$ cat src/rtl/ddr_sram_pkg.sv
package ddr_sram_pkg;
  typedef enum logic [1:0] {
    OP_IDLE = 2'd0,
    OP_RD   = 2'd1,
    OP_WR   = 2'd2
  } op_e;
endpackage

$ cat src/rtl/ddr_sram_decode.sv
module ddr_sram_decode
  import ddr_sram_pkg::*;
#(
  parameter int ADDR_W = 4
) (
  input  logic              clk_i,
  input  logic              rst_ni,
  input  logic [ADDR_W-1:0] addr_i,
  input  logic              adv_i,
  input  logic              we_ni,
  input  logic              ce1_ni,
  input  logic              ce2_i,
  input  logic              ce3_i,
  input  logic              ce2_pol_i,
  input  logic              ce3_pol_i,
  output op_e               op_o,
  output logic [ADDR_W-1:0] addr_o,
  output logic              echo_en_o
);
  localparam logic [ADDR_W-1:0] BURST_STEP = ADDR_W'(1);

  logic              ce23_act;
  logic              sel;
  op_e               op_d;
  logic [ADDR_W-1:0] addr_d;

  assign ce23_act = (ce2_i == ce2_pol_i) && (ce3_i == ce3_pol_i);
  assign sel      = !ce1_ni && ce23_act;

  always_comb begin
    op_d   = OP_IDLE;
    addr_d = op_o == OP_IDLE ? addr_i : addr_o;
    if (sel) begin
      if (!adv_i) begin
        op_d   = we_ni ? OP_RD : OP_WR;
        addr_d = addr_i;
      end else if (op_o != OP_IDLE) begin
        // burst continue: linear order, wraps after two pairs
        op_d   = op_o;
        addr_d = addr_o ^ BURST_STEP;
      end
    end
  end

  always_ff @(posedge clk_i or negedge rst_ni) begin
    if (!rst_ni) begin
      op_o      <= OP_IDLE;
      addr_o    <= '0;
      echo_en_o <= 1'b0;
    end else begin
      op_o      <= op_d;
      addr_o    <= addr_d;
      echo_en_o <= ce23_act;
    end
  end
endmodule

$ cat src/rtl/ddr_sram_wcap.sv
module ddr_sram_wcap
  import ddr_sram_pkg::*;
#(
  parameter int ADDR_W = 4,
  parameter int DATA_W = 8
) (
  input  logic              clk_i,
  input  logic              rst_ni,
  input  op_e               op_i,
  input  logic [ADDR_W-1:0] addr_i,
  input  logic [DATA_W-1:0] d_i,
  output logic              wr_vld_o,
  output logic [ADDR_W-1:0] wr_addr_o,
  output logic [DATA_W-1:0] beat0_o,
  output logic [DATA_W-1:0] beat1_o
);
  always_ff @(posedge clk_i or negedge rst_ni) begin
    if (!rst_ni) begin
      wr_vld_o  <= 1'b0;
      wr_addr_o <= '0;
      beat0_o   <= '0;
    end else begin
      wr_vld_o  <= op_i == OP_WR;
      wr_addr_o <= addr_i;
      beat0_o   <= d_i;
    end
  end

  // odd word: falling-edge sample, consumed at the next rising edge
  always_ff @(negedge clk_i or negedge rst_ni) begin
    if (!rst_ni) beat1_o <= '0;
    else         beat1_o <= d_i;
  end
endmodule

$ cat src/rtl/ddr_sram_rdpath.sv
module ddr_sram_rdpath
  import ddr_sram_pkg::*;
#(
  parameter int ADDR_W = 4,
  parameter int DATA_W = 8
) (
  input  logic              clk_i,
  input  logic              rst_ni,
  input  op_e               op_i,
  input  logic [ADDR_W-1:0] addr_i,
  input  logic              wr_vld_i,
  input  logic [ADDR_W-1:0] wr_addr_i,
  input  logic [DATA_W-1:0] beat0_i,
  input  logic [DATA_W-1:0] beat1_i,
  output logic [DATA_W-1:0] q_o,
  output logic              q_oe_o
);
  localparam int DEPTH  = 1 << ADDR_W;
  localparam int PAIR_W = 2 * DATA_W;

  logic [PAIR_W-1:0] mem [DEPTH];
  logic [PAIR_W-1:0] rd_word;
  logic              fwd_hit;
  logic [DATA_W-1:0] q0_q, q1_q, q1_n;
  logic              oe_q;

  always_ff @(posedge clk_i) begin
    if (wr_vld_i) mem[wr_addr_i] <= {beat1_i, beat0_i};
  end

  // late-write forwarding keeps the read path coherent
  assign fwd_hit = wr_vld_i && (wr_addr_i == addr_i);
  assign rd_word = fwd_hit ? {beat1_i, beat0_i} : mem[addr_i];

  always_ff @(posedge clk_i or negedge rst_ni) begin
    if (!rst_ni) begin
      q0_q <= '0;
      q1_q <= '0;
      oe_q <= 1'b0;
    end else begin
      oe_q <= op_i == OP_RD;
      if (op_i == OP_RD) begin
        q0_q <= rd_word[DATA_W-1:0];
        q1_q <= rd_word[PAIR_W-1:DATA_W];
      end
    end
  end

  always_ff @(negedge clk_i or negedge rst_ni) begin
    if (!rst_ni) q1_n <= '0;
    else         q1_n <= q1_q;
  end

  assign q_oe_o = oe_q;
  assign q_o    = oe_q ? (clk_i ? q0_q : q1_n) : '0;
endmodule

$ cat src/rtl/ddr_sram_core.sv
module ddr_sram_core
  import ddr_sram_pkg::*;
#(
  parameter int ADDR_W = 4,
  parameter int DATA_W = 8
) (
  input  logic              clk_i,
  input  logic              rst_ni,
  input  logic [ADDR_W-1:0] addr_i,
  input  logic              adv_i,
  input  logic              we_ni,
  input  logic              ce1_ni,
  input  logic              ce2_i,
  input  logic              ce3_i,
  input  logic              ce2_pol_i,
  input  logic              ce3_pol_i,
  input  logic [DATA_W-1:0] d_i,
  output logic [DATA_W-1:0] q_o,
  output logic              q_oe_o,
  output logic              echo_en_o
);
  op_e               cmd_op;
  logic [ADDR_W-1:0] cmd_addr;
  logic              wr_vld;
  logic [ADDR_W-1:0] wr_addr;
  logic [DATA_W-1:0] beat0, beat1;

  ddr_sram_decode #(.ADDR_W(ADDR_W)) u_decode (
    .clk_i     (clk_i),
    .rst_ni    (rst_ni),
    .addr_i    (addr_i),
    .adv_i     (adv_i),
    .we_ni     (we_ni),
    .ce1_ni    (ce1_ni),
    .ce2_i     (ce2_i),
    .ce3_i     (ce3_i),
    .ce2_pol_i (ce2_pol_i),
    .ce3_pol_i (ce3_pol_i),
    .op_o      (cmd_op),
    .addr_o    (cmd_addr),
    .echo_en_o (echo_en_o)
  );

  ddr_sram_wcap #(.ADDR_W(ADDR_W), .DATA_W(DATA_W)) u_wcap (
    .clk_i     (clk_i),
    .rst_ni    (rst_ni),
    .op_i      (cmd_op),
    .addr_i    (cmd_addr),
    .d_i       (d_i),
    .wr_vld_o  (wr_vld),
    .wr_addr_o (wr_addr),
    .beat0_o   (beat0),
    .beat1_o   (beat1)
  );

  ddr_sram_rdpath #(.ADDR_W(ADDR_W), .DATA_W(DATA_W)) u_rdpath (
    .clk_i     (clk_i),
    .rst_ni    (rst_ni),
    .op_i      (cmd_op),
    .addr_i    (cmd_addr),
    .wr_vld_i  (wr_vld),
    .wr_addr_i (wr_addr),
    .beat0_i   (beat0),
    .beat1_i   (beat1),
    .q_o       (q_o),
    .q_oe_o    (q_oe_o)
  );
endmodule

$ cat config.mk
export PLATFORM = sky130hd
export DESIGN_NAME = ddr_sram_core
export DESIGN_NICKNAME = d
export VERILOG_FILES = /design/src/rtl/ddr_sram_pkg.sv /design/src/rtl/ddr_sram_decode.sv /design/src/rtl/ddr_sram_wcap.sv /design/src/rtl/ddr_sram_rdpath.sv /design/src/rtl/ddr_sram_core.sv
export SDC_FILE = /design/constraint.sdc
export NUM_CORES = 1
export LEC_CHECK = 0
export ABC_AREA = 1
export ABC_CLOCK_PERIOD_IN_PS = 3300
export BUFFER_PORTS_ARGS = -buffer_cell sky130_fd_sc_hd__buf_4
export CORE_ASPECT_RATIO = 0.75
export CORE_MARGIN = 3
export CORE_UTILIZATION = 31
export CTS_BUF_LIST = sky130_fd_sc_hd__clkbuf_4 sky130_fd_sc_hd__clkbuf_8
export DETAILED_ROUTE_END_ITERATION = 12
export PLACE_DENSITY_LB_ADDON = 0.08
export SETUP_SLACK_MARGIN = 0.05
export SYNTH_ARGS = -nofsm -noshare
export SYNTH_HDL_FRONTEND = slang
export SYNTH_HIERARCHICAL = 1
export SYNTH_SLANG_ARGS = --single-unit
$ cat constraint.sdc
create_clock -name clk_i -period 3.3 [get_ports clk_i]
set_clock_uncertainty 0.15 [all_clocks]
set_input_delay 0.66 -clock clk_i [delete_from_list [all_inputs] [get_ports clk_i]]
set_output_delay 0.66 -clock clk_i [all_outputs]
set_load 0.005 [all_outputs]
; ---- Yosys cells after proc, flatten, opt, wreduce, memory -nomap -nowiden
; Memories as Yosys holds them, arrays and structs flattened. A register that Yosys moved wholly into a read port is not among the register bits.
; Cells that the tools add are included.
[totals]
reg_bits = 37
ramBits = 256
input_bits = 21
elab_cells = 35
memories = 1
[classes]
n_eq_ne = 5
muxes = 12
n_bitwise = 1
n_reduce_logical = 6
[memory_table]
columns = name, words, width, rd, rd_ports_with_merged_regs, wr, line_no
row1 = u_rdpath.mem, 16, 16, 1, 1, 1, ddr_sram_rdpath.sv:21  ; logic [PAIR_W-1:0] mem [DEPTH];
[op_table]
columns = operator, count
row1 = 4-bit 2-to-1 mux, 4
row2 = 8-bit 2-to-1 mux, 2
row3 = 2-bit 2-to-1 mux, 4
row4 = "3-bit inequality test, second input constant", 1
row5 = 1-bit equality test, 2
row6 = "2-bit by 1-bit equality test with 1-bit output, second input constant", 1
row7 = "2-bit equality test, second input constant", 1
row8 = 1-bit logical AND, 2
row9 = 1-bit logical NOT, 2
row10 = 2-bit logical NOT, 1
row11 = 1-bit 2-to-1 mux, 2
row12 = 2-bit nonzero test, 1
row13 = 1-bit NOT, 1

; ---- Depth between registers and ports, before layout
[depth]
depth_word = 5
depth_mapped = 11
mapped_depth_nobuf = 9

; ---- Cells and area by module
; The synthesis kept the hierarchy.
[by_module_without_submodules]
columns = mod, n_inst, cells_each, area_per_inst_um2, seq_area_each_um2
row1 = ddr_sram_rdpath, 1, 1180, 12142.9, 8313.0
row2 = ddr_sram_wcap, 1, 23, 535.5, 525.5
row3 = ddr_sram_decode, 1, 69, 479.2, 175.2

==> metrics.txt <==
share of the synthesized area in the top cell type=0.5843; Worst-path clk slew=60 ps; DR WL/cell=20.12 um; full die area=44980 um2; routed vias/inst=4.552; Seq/Total Area, Yosys=0.6851; first-pass detailed-route iteration total=5; worst stage delay on the critical path=340 ps; M1 WL=19.79 mm; crit path DAT=3090 ps; FP Rows=64; Worst Tran Pin Value=951.3 ps; Top delay family on crit path=flip-flops; I/O pins=31; fin cells=1966; synth unique cells=27; vias in the first global route=9056; Placed Cells=1847; met2 WL=16.96 mm; Crit. End Element=primary output; maximum vdd drop=386.6 uV; nets=1383; Power Dens Cells=592.0 nW/um2; Syn Nets=1293; critical-path cell list=o21ai_2 > nor2_2 > buf_4; DP HPWL=22.26 mm; Post-Syn Area per Cell=10.34 um2; grt ovf=0; flops & latches, synth=309; Chip Width=243.9 um; Hold WC Path Type=primary input to flip-flop; Yosys Warn Count=6; number of nets still failing antenna checks after routing=0; DR top layer=met5; area delta synth->final=18.21%; endpoints failing hold=0; share of post-route cells with drive strength above 1=0.1617; Worst setup SP type=flip-flop; hold depth=3; Yosys top cell by area=edfxtp_1; Leak=6.737 nW; Required @ worst endpoint=2490 ps; first-pass GRT wire length=58.86 mm; Iter 0 DRT Violations=627; commonest cells in the synthesized netlist=463 x nand2_1, 256 x edfxtp_1, 186 x nand3_1, 163 x inv_1, 42 x nor2_1; initial antenna violation count=0; Max-Cap Viols=0; Buf+Inv Stages, Crit Path=1; number of synthesized flops with an enable pin=256; largest net degree at the start of global routing=90; most frequent cell after synthesis=nand2_1; All-Layer GR Usage=0.1793; top area cells in the synthesized netlist=edfxtp_1 58%, nand2_1 13%, nand3_1 7.1%, dfrtp_1 7.0%, inv_1 4.7%; final setup fails=8; CP Depth=3; R2R depth=4; insertion delay to the later sink of the worst-skew pair=710 ps; outcome=finished with violations; Detailed Route WL=39.55 mm; CTS tree=yes; routed vias=8949; ys async rst share=0.1715; Synth Cell Area=13160 um2; Slew Limit Fails=0; GPL Wtd Cong=0.7534; DRC errors left=0; RSZ-0062 raised after global routing=true; Main synth FF type=edfxtp_1; final worst setup slack=-599.3 ps; failing checks=negative setup slack; met3 WL=1.854 mm; Final Core Density=0.3764; headroom to the max-slew limit=0.3652; total core area=41320 um2; Starting Density=0.3184; critical path peak fanout=1; Die Span Y=184.4 um; Slowest cell on crit path=dfrtn_1; Syn Inst Count=1272; I/O Buffers=30; crit path kind=flip-flop to primary output
[metrics by stage]
| step | instance area (um2) | hold slack (ps) | setup WS [ps] | power, mW | setup TNS (ps) |
|---|---|---|---|---|---|
| floorplan | 13160 | 214.4 | 297.2 | 5.091 | 0 |
| global placement | 14260 | 311.8 | 197.2 | 5.447 | 0 |
| detailed placement | 14260 | 316.5 | 174.4 | 5.446 | 0 |
| CTS | 15550 | 64.60 | -686.2 | 9.347 | -5308 |
| global route | 15550 | 80.67 | -700.7 | 9.649 | -5407 |
| finish | 15550 | 99.14 | -599.3 | 9.207 | -4623 |
[sequential cells by signal, summed over array words and instances (netlist names), named ones only]
register,cells
u_decode/addr_o,3
u_decode/echo_en_o,1
u_decode/op_o,2
u_rdpath/mem,256
u_rdpath/q0_q,8
u_rdpath/q1_n,8
u_rdpath/q1_q,8
u_rdpath/q_oe_o,1
u_wcap/beat0_o,8
u_wcap/beat1_o,8
u_wcap/wr_addr_o,4
u_wcap/wr_vld_o,1
[repair_timing]
action                                 4_1_cts  5_1_grt
setup buffers                                0        0
endpoints found under the hold margin       24        0
setup endpoints to repair                    8        8
gates resized for setup                     11        3
hold buffers                                 9        0
pin swaps                                    1        2
[tightest hold or removal path, stage by stage]
cell and delay (ps):
buf_4 80, nand3_1 80, nand3_2 80
[layout by cell type, fill, tap and decap left out, types with 2 or more instances in the layout]
cell,n
buf_12,10
buf_4,62
clkbuf_4,33
clkbuf_8,61
clkinv_1,6
dfrtn_1,16
dfrtp_1,34
dfrtp_2,2
dlygate4sd3_1,9
edfxtp_1,256
inv_1,169
inv_2,5
inv_4,2
nand2_1,463
nand2_2,4
nand3_1,186
nand4_1,3
nor2_1,22
nor2_2,21
nor2_4,3
o21ai_0,3
o21ai_1,6
o21ai_2,4
o21bai_1,2
o21bai_2,14
[worst paths after layout]
| path | startpoint | endpoint | slack [ps] |
|---|---|---|---|
| max reg2reg | u_wcap/beat1_o[5] | u_rdpath/q1_q[5] | 420 |
| min | addr_i[0] | flip-flop | 100 |
| max in group asynchronous | rst_ni | u_wcap/beat1_o[7] | 710 |
| min in group asynchronous | rst_ni | u_rdpath/q1_q[2] | 310 |
| max | u_rdpath/q1_n[1] | q_o[1] | -600 |
| min reg2reg | u_rdpath/q1_q[1] | u_rdpath/q1_q[1] | 330 |
[per-layer routing]
metal / track usage / vias to the layer above
met3: 0.04348 / 84
li1: - / 4317
met2: 0.2661 / 191
met1: 0.2581 / 4355
met5: 0.01261 / -
met4: 0.05603 / 2
[layout make-up]
| class | count | area [um2] |
|---|---|---|
| inverter | 168 | 635.6 |
| antenna | 1 | 2.502 |
| fill | 4181 | 25770 |
| clock inverter | 16 | 90.09 |
| multi-input combinational | 736 | 3261 |
| sequential | 309 | 9020 |
| tap | 561 | 701.9 |
| clock buffer | 102 | 1147 |
| timing repair buffer | 73 | 695.7 |
[power by group]
part	total, mW	switching, mW	internal [mW]	leakage, nW
clock	3.90	1.73	2.18	0.738
combinational	0.836	0.577	0.259	3.04
sequential	4.47	0.113	4.35	2.96
[cell families (layout without fill, tap and decap cells)]
group	Yosys count	in the layout	synth area share
and+or+nand+nor	706	706	0.2244
DFF	309	309	0.6851
buffers and inverters	227	359	0.07208
AOI/OAI and AO/OA	30	30	0.01845
other	0	1	0
(Power assumes the default switching activity.)
